===== src/rtl/tmr_mon_pkg.sv =====
package tmr_mon_pkg;

    localparam int DW = 16;

    typedef enum logic [1:0] {
        ST_DUT_RST = 2'd0,
        ST_ISSUE   = 2'd1,
        ST_GAP     = 2'd2
    } mon_state_e;

    // Stimulus word for table position k.
    function automatic logic [DW-1:0] vec_of(input logic [DW-1:0] k);
        return k * 16'h1357 + 16'h00A5;
    endfunction

    // Result a healthy device returns for stimulus v.
    function automatic logic [DW-1:0] expect_of(input logic [DW-1:0] v);
        return {v[7:0], v[15:8]} ^ 16'h5A5A;
    endfunction

endpackage


===== src/rtl/maj_vote.sv =====
module maj_vote #(
    parameter int W = 1
) (
    input  logic [W-1:0] a,
    input  logic [W-1:0] b,
    input  logic [W-1:0] c,
    output logic [W-1:0] y
);
    always_comb y = (a & b) | (a & c) | (b & c);
endmodule


===== src/rtl/sat_counter.sv =====
module sat_counter #(
    parameter int W = 8
) (
    input  logic         clk,
    input  logic         rst_n,
    input  logic         clr,
    input  logic         inc,
    output logic [W-1:0] cnt
);
    always_ff @(posedge clk or negedge rst_n) begin
        if (!rst_n)
            cnt <= '0;
        else if (clr)
            cnt <= '0;
        else if (inc && (cnt != {W{1'b1}}))
            cnt <= cnt + W'(1);
    end
endmodule


===== src/rtl/tmr_func_monitor.sv =====
module tmr_func_monitor
    import tmr_mon_pkg::*;
#(
    parameter int NUM_VEC = 8,
    parameter int TO_W    = 16,
    parameter int CNT_W   = 8,
    parameter int RST_CYC = 4
) (
    input  logic                 clk,
    input  logic                 rst_n,
    input  logic                 clr_counts,
    input  logic [TO_W-1:0]      timeout_limit,
    output logic [2:0]           dut_clk_o,
    output logic [2:0]           dut_rst_o,
    output logic [2:0]           vec_vld_o,
    output logic [2:0][DW-1:0]   vec_data_o,
    output logic [2:0]           exc_ack_o,
    input  logic [2:0][DW-1:0]   res_data_i,
    input  logic [2:0]           res_vld_i,
    input  logic [2:0]           exc_vld_i,
    output logic [CNT_W-1:0]     err_result_cnt,
    output logic [CNT_W-1:0]     err_timeout_cnt,
    output logic [CNT_W-1:0]     err_exc_cnt
);

    localparam int IDX_W = (NUM_VEC > 1) ? $clog2(NUM_VEC) : 1;
    localparam int RC_W  = (RST_CYC > 1) ? $clog2(RST_CYC) : 1;
    localparam logic [IDX_W-1:0] IDX_LAST = IDX_W'(NUM_VEC - 1);
    localparam logic [RC_W-1:0]  RC_LAST  = RC_W'(RST_CYC - 1);

    mon_state_e       state_q, state_d;
    logic [IDX_W-1:0] idx_q;
    logic [TO_W-1:0]  timer_q;
    logic [RC_W-1:0]  rcnt_q;
    logic             exc_seen_q;

    logic [DW-1:0]    voted_data;
    logic [1:0]       voted_ctl;
    logic             v_vld, v_exc, rsp, expired;
    logic [DW-1:0]    cur_vec, cur_exp;
    logic [2:0]       inc_vec;
    logic [2:0][CNT_W-1:0] cnt_arr;

    // ---- voting of the three returned domains ----
    maj_vote #(.W(DW)) u_vote_data (
        .a(res_data_i[0]), .b(res_data_i[1]), .c(res_data_i[2]), .y(voted_data)
    );
    maj_vote #(.W(2)) u_vote_ctl (
        .a({res_vld_i[0], exc_vld_i[0]}),
        .b({res_vld_i[1], exc_vld_i[1]}),
        .c({res_vld_i[2], exc_vld_i[2]}),
        .y(voted_ctl)
    );
    assign v_vld = voted_ctl[1];
    assign v_exc = voted_ctl[0];

    assign cur_vec = vec_of(DW'(idx_q));
    assign cur_exp = expect_of(cur_vec);
    assign rsp     = (state_q == ST_ISSUE) && (v_vld || v_exc);
    assign expired = (state_q == ST_ISSUE) && !(v_vld || v_exc)
                   && (timeout_limit != '0)
                   && (timer_q == timeout_limit - TO_W'(1));

    // ---- fault classification ----
    assign inc_vec[0] = rsp && v_vld && (voted_data != cur_exp);
    assign inc_vec[1] = expired;
    assign inc_vec[2] = rsp && v_exc;

    for (genvar g = 0; g < 3; g++) begin : g_cnt
        sat_counter #(.W(CNT_W)) u_cnt (
            .clk(clk), .rst_n(rst_n), .clr(clr_counts),
            .inc(inc_vec[g]), .cnt(cnt_arr[g])
        );
    end
    assign err_result_cnt  = cnt_arr[0];
    assign err_timeout_cnt = cnt_arr[1];
    assign err_exc_cnt     = cnt_arr[2];

    // ---- state register ----
    always_ff @(posedge clk or negedge rst_n) begin
        if (!rst_n) state_q <= ST_DUT_RST;
        else        state_q <= state_d;
    end

    // ---- next state ----
    always_comb begin
        state_d = state_q;
        unique case (state_q)
            ST_DUT_RST: if (rcnt_q == RC_LAST) state_d = ST_ISSUE;
            ST_ISSUE: begin
                if (rsp)          state_d = ST_GAP;
                else if (expired) state_d = ST_DUT_RST;
            end
            ST_GAP:               state_d = ST_ISSUE;
            default:              state_d = ST_DUT_RST;
        endcase
    end

    // ---- sequencing registers ----
    always_ff @(posedge clk or negedge rst_n) begin
        if (!rst_n) begin
            idx_q      <= '0;
            timer_q    <= '0;
            rcnt_q     <= '0;
            exc_seen_q <= 1'b0;
        end else begin
            unique case (state_q)
                ST_DUT_RST: begin
                    rcnt_q  <= (rcnt_q == RC_LAST) ? '0 : rcnt_q + RC_W'(1);
                    timer_q <= '0;
                    idx_q   <= '0;
                end
                ST_ISSUE: begin
                    if (rsp) begin
                        idx_q      <= (idx_q == IDX_LAST) ? '0 : idx_q + IDX_W'(1);
                        timer_q    <= '0;
                        exc_seen_q <= v_exc;
                    end else if (expired) begin
                        timer_q <= '0;
                    end else begin
                        timer_q <= timer_q + TO_W'(1);
                    end
                end
                ST_GAP:  exc_seen_q <= 1'b0;
                default: rcnt_q     <= '0;
            endcase
        end
    end

    // ---- outputs ----
    always_comb begin
        dut_clk_o  = {3{clk}};
        dut_rst_o  = 3'b000;
        vec_vld_o  = 3'b000;
        exc_ack_o  = 3'b000;
        vec_data_o = {3{cur_vec}};
        unique case (state_q)
            ST_DUT_RST: dut_rst_o = 3'b111;
            ST_ISSUE:   vec_vld_o = 3'b111;
            ST_GAP:     exc_ack_o = exc_seen_q ? 3'b111 : 3'b000;
            default:    dut_rst_o = 3'b111;
        endcase
    end

endmodule


===== config.mk =====
export PLATFORM = sky130hd
export DESIGN_NAME = tmr_func_monitor
export DESIGN_NICKNAME = d
export VERILOG_FILES = /design/src/rtl/tmr_mon_pkg.sv /design/src/rtl/maj_vote.sv /design/src/rtl/sat_counter.sv /design/src/rtl/tmr_func_monitor.sv
export SDC_FILE = /design/constraint.sdc
export NUM_CORES = 1
export LEC_CHECK = 0
export ABC_AREA = 1
export BUFFER_PORTS_ARGS = -buffer_cell sky130_fd_sc_hd__buf_2
export CORE_ASPECT_RATIO = 0.6
export CORE_MARGIN = 1.5
export CORE_UTILIZATION = 40
export CTS_BUF_LIST = sky130_fd_sc_hd__clkbuf_4 sky130_fd_sc_hd__clkbuf_8
export CTS_CLUSTER_DIAMETER = 150
export DETAILED_ROUTE_END_ITERATION = 10
export PLACE_DENSITY_LB_ADDON = 0.05
export SETUP_SLACK_MARGIN = 0.1
export SYNTH_ARGS = -nofsm -noshare
export SYNTH_HDL_FRONTEND = slang
export SYNTH_SLANG_ARGS = --single-unit

===== constraint.sdc =====
create_clock -name clk -period 3.4 [get_ports clk]
set_input_delay 0.51 -clock clk [delete_from_list [all_inputs] [get_ports clk]]
set_output_delay 0.51 -clock clk [all_outputs]
set_load 0.01 [all_outputs]

==> results of run 1 <==
[per-stage QoR]
stage          std cells  hold slack, ns  utilization, %
2_1_floorplan        739           0.214               -
3_3_place_gp        1025           0.475            47.9
3_5_place_dp        1025           0.489            47.9
4_1_cts             1055           0.246            52.4
5_1_grt             1073           0.282            56.9
6_report            1073           0.222            56.9
[path summary, 6_finish.rpt]
path	slack, ns	depth (start not counted)	start	to
max	0.03	14	idx_q[0]$_DFFE_PN0P_	vec_data_o[36]
min reg2reg	0.52	2	rcnt_q[1]$_DFFE_PN0P_	rcnt_q[1]$_DFFE_PN0P_
max in group asynchronous	2.45	2	rst_n	idx_q[2]$_DFFE_PN0P_
max reg2reg	0.06	22	idx_q[0]$_DFFE_PN0P_	g_cnt[0].u_cnt.cnt[0]$_DFFE_PN0P_
min	0.22	1	rst_n	timer_q[13]$_DFFE_PN0P_
min in group clk	0.37	2	clr_counts	g_cnt[2].u_cnt.cnt[0]$_DFFE_PN0P_
[layout make-up]
type / count / share of cell area [%]
multi-input cells: 549 / 53.6
repair buffers: 202 / 18.7
flip-flops and latches: 48 / 17.1
inverters: 93 / 4.97
well taps: 165 / 2.94
clock buffers: 14 / 2.19
clock inverters: 2 / 0.499
[layout by cell type, fill, tap and decap left out, drive strengths merged]
cell type  Yosys  final
a211oi         1      1
a21o           4      4
a21oi         30     30
a311oi         1      1
a32o           1      1
and2           2      2
buf           48    205
bufinv         0      1
clkbuf         2     11
clkinv         1      2
dfrtp         48     48
fa             1      1
ha            32     32
inv           92     92
maj3           1      1
nand2        195    195
nand3         72     73
nand3b        10     10
nand4         20     20
nor2          61     61
nor3          13     13
nor4           4      4
o211ai         1      1
o21a          11     11
o21ai         15     15
o21bai         2      2
o22ai          6      6
o31ai          2      2
or2            3      3
xnor2         17     17
xor2          43     43
[kinds of logic (layout without fill, tap and decap cells)]
logic type,after synthesis,count (layout),synth area share (%)
xor gates and xnor gates,60,60,10.2
adders and majority gates,34,34,8.32
buffers and inverters,143,311,14.0
AOI/OAI and AO/OA,74,74,9.84
and+or+nand+nor,380,381,34.5
DFF,48,48,23.2
[registers in the layout, summed over array words and instances (netlist names)]
signal	count
g_cnt.u_cnt.cnt	24
timer_q	16
idx_q	3
rcnt_q	2
state_q	2
exc_seen_q	1
[report_power, final]
group / internal (mW) / switching (mW)
logic: 1.62 / 1.94
registers: 0.622 / 0.0568
clock network: 0.364 / 0.256
total: 2.60 / 2.25
[critical path: stages, from the launching register on]
cell      delay (ns)
dfrtp_1         0.45
buf_6           0.15
ha_4            0.16
xnor2_2         0.16
inv_1           0.06
ha_2            0.16
o21bai_4        0.17
ha_4            0.29
buf_4           0.12
nand3_2         0.09
nand2_4         0.12
buf_6           0.12
xor2_2          0.15
buf_4           0.16
buf_6           0.10
[routing by layer]
metal | wire, um | up-vias
met3 | 1170 | 7
met2 | 5920 | 177
met5 | 0 | -
li1 | - | 2695
met1 | 7840 | 2464
met4 | 52 | 0
[what timing repair did]
action | in CTS | in global routing
resized for setup | 46 | 97
buffers inserted | 17 | 18
gates cloned | 0 | 1
pin swaps | 14 | 39
hold buffers | 0 | 0
setup endpoints to repair | 44 | 44
==> summary.md, run 1 <==
| Metric | Value |
|---|---|
| GPL Wtd Cong | 0.880 |
| Sequential area share after synthesis | 23.2% |
| Place WS | -0.00823 ns |
| Rows | 31 |
| CTS tree | built |
| Hold Path Class | in -> async |
| Clk Latency, worst-skew pair | a little over 0.4 ns |
| MaxCap Viol Count | 0 |
| Post-Syn Instances | ~740 |
| Synth top area cells | dfrtp_1 (23%), nand2_1 (13%), ha_1 (7.7%), xor2_1 (7.3%), nand3_1 (6.8%) |
| Gr usage total | 20.6% |
| Port bufs | 156 |
| Post-DR vias/cell | 4.98 |
| Number of distinct library cells after synthesis | 46 |
| Initial DRC count | 237 |
| Worst Path Arrival | 2.86 ns |
| Clk_skew | 0.00780 ns |
| Most instantiated cells after synthesis | nand2_1 (186), inv_1 (91), nand3_1 (70) |
| Worst-Margin Slew | 0.946 ns |
| EDFF count, synth | 0 |
| DIE WIDTH | 150 um |
| Final nets | 1,012 |
| Leakage power | ~3.7 nW |
| Most frequent cell after synthesis | nand2_1 |
| Setup ws final | 0.0276 ns |
| Max Clk Rate | 297 MHz |
| Initial antenna violation count | 0 |
| Met1 Usage GRT | between 30% and 40% |
| Share of cells above drive strength 1 | between 30% and 40% |
| Kind of critical path | reg -> out |
| Vias | roughly 5,300 |
| VDD IR-drop max | 0.000462 V |
| M3 GR Usage | 4.97% |
| Ant diodes | 0 |
| Initial Util | 41.9% |
| Unrepaired setup endpoints after global routing | true |
| Core Box Area | 0.0123 mm^2 |
| Multi-input logic area | 0.00376 mm^2 |
| First-pass GRT wire length | 22.3 mm |
| Routed Antenna Nets | 0 |
| Register Area | ~0.0012 mm^2 |
| Async SR Flop Fraction | 100% |
| Reg clk slew, reported paths | approximately 0.090 ns |
| Post-synth top area share | 23.2% |
| Routed len/inst | 14.0 um |
| Gr ovfl total | 0 |
| Status | finished clean |
| Final setup fails | 0 |
| GRT busiest layer | met1 |
| Area leader, netlist | dfrtp_1 |
| Max_slew headroom | 36.5% |
| Die H | between 90 and 100 um |
| Finished Cell Area | 0.00702 mm^2 |
| Routing usage on met2 | 27.4% |
| Syn Nets | around 850 |
| Total power draw | around 5 mW |
| TritonRoute pass-1 iters | 5 |
| Crit start category | flop |
| Critical path capture point type | output pin |
| Number of global-route vias before repair | 4,612 |
| Top_reg_cell synth | dfrtp_1 |
| Fin. max-slew vios | 0 |
| CP max FO | 4 |
| Hpwl dp | 11.2 mm |
| Final worst path period share | roughly 99% |
| FILL cells | 1,137 |
| Area grow syn2layout | 35.7% |
| Largest net degree at the start of global routing | 40 |
| Pwr per Cell Area | ~690 mW/mm^2 |
| DP Area | 0.00591 mm^2 |
| Critical Path RT | between 2 and 3 ns |
| Drc violations | 0 |
| Synth Warn # | 0 |
| Top Ports | 157 |
| Post-synthesis average cell area | 7.00 um^2 |
| Die area | 0.0136 mm^2 |
| Final min period | 3.37 ns |
| Routed WL | around 15 mm |
| Mapped cell area | 0.00517 mm^2 |
| Total Neg Setup Slack | 0 ns |
| Yosys reg bits | 48 |
| Final Hold Fails | 0 |
No activity file was read; power rests on OpenSTA's default activity.
==> run 2: changes to the inputs <==
--- a/config.mk
+++ b/config.mk
@@ -13,6 +13,7 @@
 export CTS_BUF_LIST = sky130_fd_sc_hd__clkbuf_4 sky130_fd_sc_hd__clkbuf_8
 export CTS_CLUSTER_DIAMETER = 150
 export DETAILED_ROUTE_END_ITERATION = 10
+export MAX_ROUTING_LAYER = met4
 export PLACE_DENSITY_LB_ADDON = 0.05
 export SETUP_SLACK_MARGIN = 0.1
 export SYNTH_ARGS = -nofsm -noshare
==> summary.md, run 2 (synthesized netlist as in run 1, its figures left out) <==
| Metric | Value |
|---|---|
| Gr ovfl total | 0 |
| M3 GR Usage | 4.77% |
| Routed len/inst | 13.9 um |
| Final min period | 3.37 ns |
| Final setup fails | 0 |
| Unrepaired setup endpoints after global routing | true |
| Register Area | between 0.001 and 0.0015 mm^2 |
| CP max FO | 4 |
| TritonRoute pass-1 iters | 5 |
| Routing usage on met2 | 27.4% |
| Max reg flops | 24 |
| Area grow syn2layout | 35.7% |
| Routed Antenna Nets | 0 |
| GRT busiest layer | met1 |
| Die area | 0.0136 mm^2 |
| Top flop regs | g_cnt.u_cnt.cnt: 24 flops, timer_q: 16 flops, idx_q: 3 flops |
| Placed Cells | 1,025 |
| Status | finished clean |
| Vias | 5,338 |
| # hold bufs at CTS | 0 |
| Total Neg Setup Slack | 0 ns |
| Commonest non-fill, non-tap cells in the layout | nand2_1 (155), buf_2 (133), inv_1 (86), nand3_1 (56), dfrtp_1 (47) |
| Critical Path RT | approximately 2.9 ns |
| Drc violations | 0 |
| Total power draw | 4.86 mW |
| Gr usage total | 21.2% |
| Initial DRC count | 240 |
| Max_slew headroom | 37.5% |
| Ant diodes | 0 |
| MaxCap Viol Count | 0 |
| VDD IR-drop max | around 0.00046 V |
| Rows | 31 |
| Share of cells above drive strength 1 | 38.0% |
| CTS tree | built |
| Max Clk Rate | 296 MHz |
| Initial Util | 41.9% |
| Core Box Area | roughly 0.012 mm^2 |
| Top Ports | 157 |
| Leakage power | around 3.7 nW |
| Worst-Margin Slew | 0.931 ns |
| FILL cells | 1,137 |
| Multi-input logic area | 0.00376 mm^2 |
| Number of global-route vias before repair | 4,610 |
| Fin. max-slew vios | 0 |
| Final nets | 1,012 |
| Routed WL | 15.0 mm |
| Worst Path Arrival | 2.86 ns |
| Reg clk slew, reported paths | 0.09 ns |
| Crit start category | flop |
| Die H | 91.1 um |
| Post-DR vias/cell | 4.97 |
| R2r startpoint | idx_q[0]$_DFFE_PN0P_ |
| R2R depth | 22 |
| Met1 Usage GRT | 33.2% |
| Largest register by flop count | g_cnt.u_cnt.cnt |
| DP Area | around 0.006 mm^2 |
| WHS | 0.222 ns |
| Final Hold Fails | 0 |
| First-pass GRT wire length | approximately 22 mm |
| Non-filler cells, final | about 1,100 |
| Finished Cell Area | 0.00702 mm^2 |
| Final worst path period share | ~99% |
| Hold Path Class | in -> async |
| FF-to-FF End | g_cnt[0].u_cnt.cnt[0]$_DFFE_PN0P_ |
| Reg-to-reg setup timing slack | 0.06 ns |
| Commonest non-fill, non-tap cell in the layout | nand2_1 |
| Hpwl dp | 11.2 mm |
| Clk Latency, worst-skew pair | 0.41 ns |
| GPL Wtd Cong | 0.894 |
| Pwr per Cell Area | 693 mW/mm^2 |
| Largest net degree at the start of global routing | 40 |
| Critical path capture point type | output pin |
| Clk_skew | 0.00874 ns |
| Initial antenna violation count | 0 |
| Kind of critical path | reg -> out |
| DIE WIDTH | 150 um |
| Port bufs | 156 |
## run 2: timing repair
item	4_1_cts	5_1_grt
endpoints found under the setup margin	44	44
pin swaps	14	39
buffers inserted	17	18
resized for setup	46	97
cloned	0	1
## run 2: power by group
| part | switching [mW] | internal [mW] | total (mW) |
|---|---|---|---|
| Sequential | 0.0565 | 0.622 | 0.679 |
| Combinational | 1.95 | 1.62 | 3.57 |
| Clock | 0.256 | 0.364 | 0.620 |
## run 2: critical path, cell delays in order, from the launching register on
cell      delay, ns
dfrtp_1        0.45
buf_6          0.15
ha_4           0.16
xnor2_2        0.17
inv_1          0.06
ha_2           0.16
o21bai_4       0.17
ha_4           0.30
buf_4          0.12
nand3_2        0.09
nand2_4        0.12
buf_6          0.12
xor2_2         0.15
buf_4          0.16
buf_6          0.10
## run 2: layout make-up
class	count	area share [%]
Tap cell	165	2.94
Clock inverter	2	0.499
Sequential cell	48	17.1
Multi-Input combinational cell	549	53.6
Clock buffer	14	2.19
Inverter	93	4.97
Timing Repair Buffer	202	18.7
## run 2: metrics by stage
step                setup slack [ns]  utilization, %
floorplan                      0.145               -
global placement              0.0929            47.9
detailed placement          -0.00823            47.9
CTS                           0.0591            52.4
global route                  -0.127            56.9
finish                        0.0252            56.9
## run 2: per-layer routing
metal  wire (um)  up-vias  share of wire [%]
met3        1060       10                7.1
met1        7910     2449                 53
met4          80        0               0.53
li1            -     2690                  -
met2        5910      189                 40
met5           0        -                  0
## run 2: worst max path at each step
| stage | start | to | slack (ns) | cells after the start |
|---|---|---|---|---|
| after floorplan | idx_q[1]$_DFFE_PN0P_ | g_cnt[0].u_cnt.cnt[4]$_DFFE_PN0P_ | 0.14 | 21 |
| after global routing | idx_q[0]$_DFFE_PN0P_ | vec_data_o[10] | -0.13 | 17 |
| after detailed placement | idx_q[1]$_DFFE_PN0P_ | g_cnt[0].u_cnt.cnt[5]$_DFFE_PN0P_ | -0.008 | 20 |
| after CTS | idx_q[1]$_DFFE_PN0P_ | vec_data_o[46] | 0.06 | 16 |
| final | idx_q[0]$_DFFE_PN0P_ | vec_data_o[36] | 0.03 | 14 |
| after global placement | idx_q[1]$_DFFE_PN0P_ | g_cnt[0].u_cnt.cnt[2]$_DFFE_PN0P_ | 0.09 | 20 |
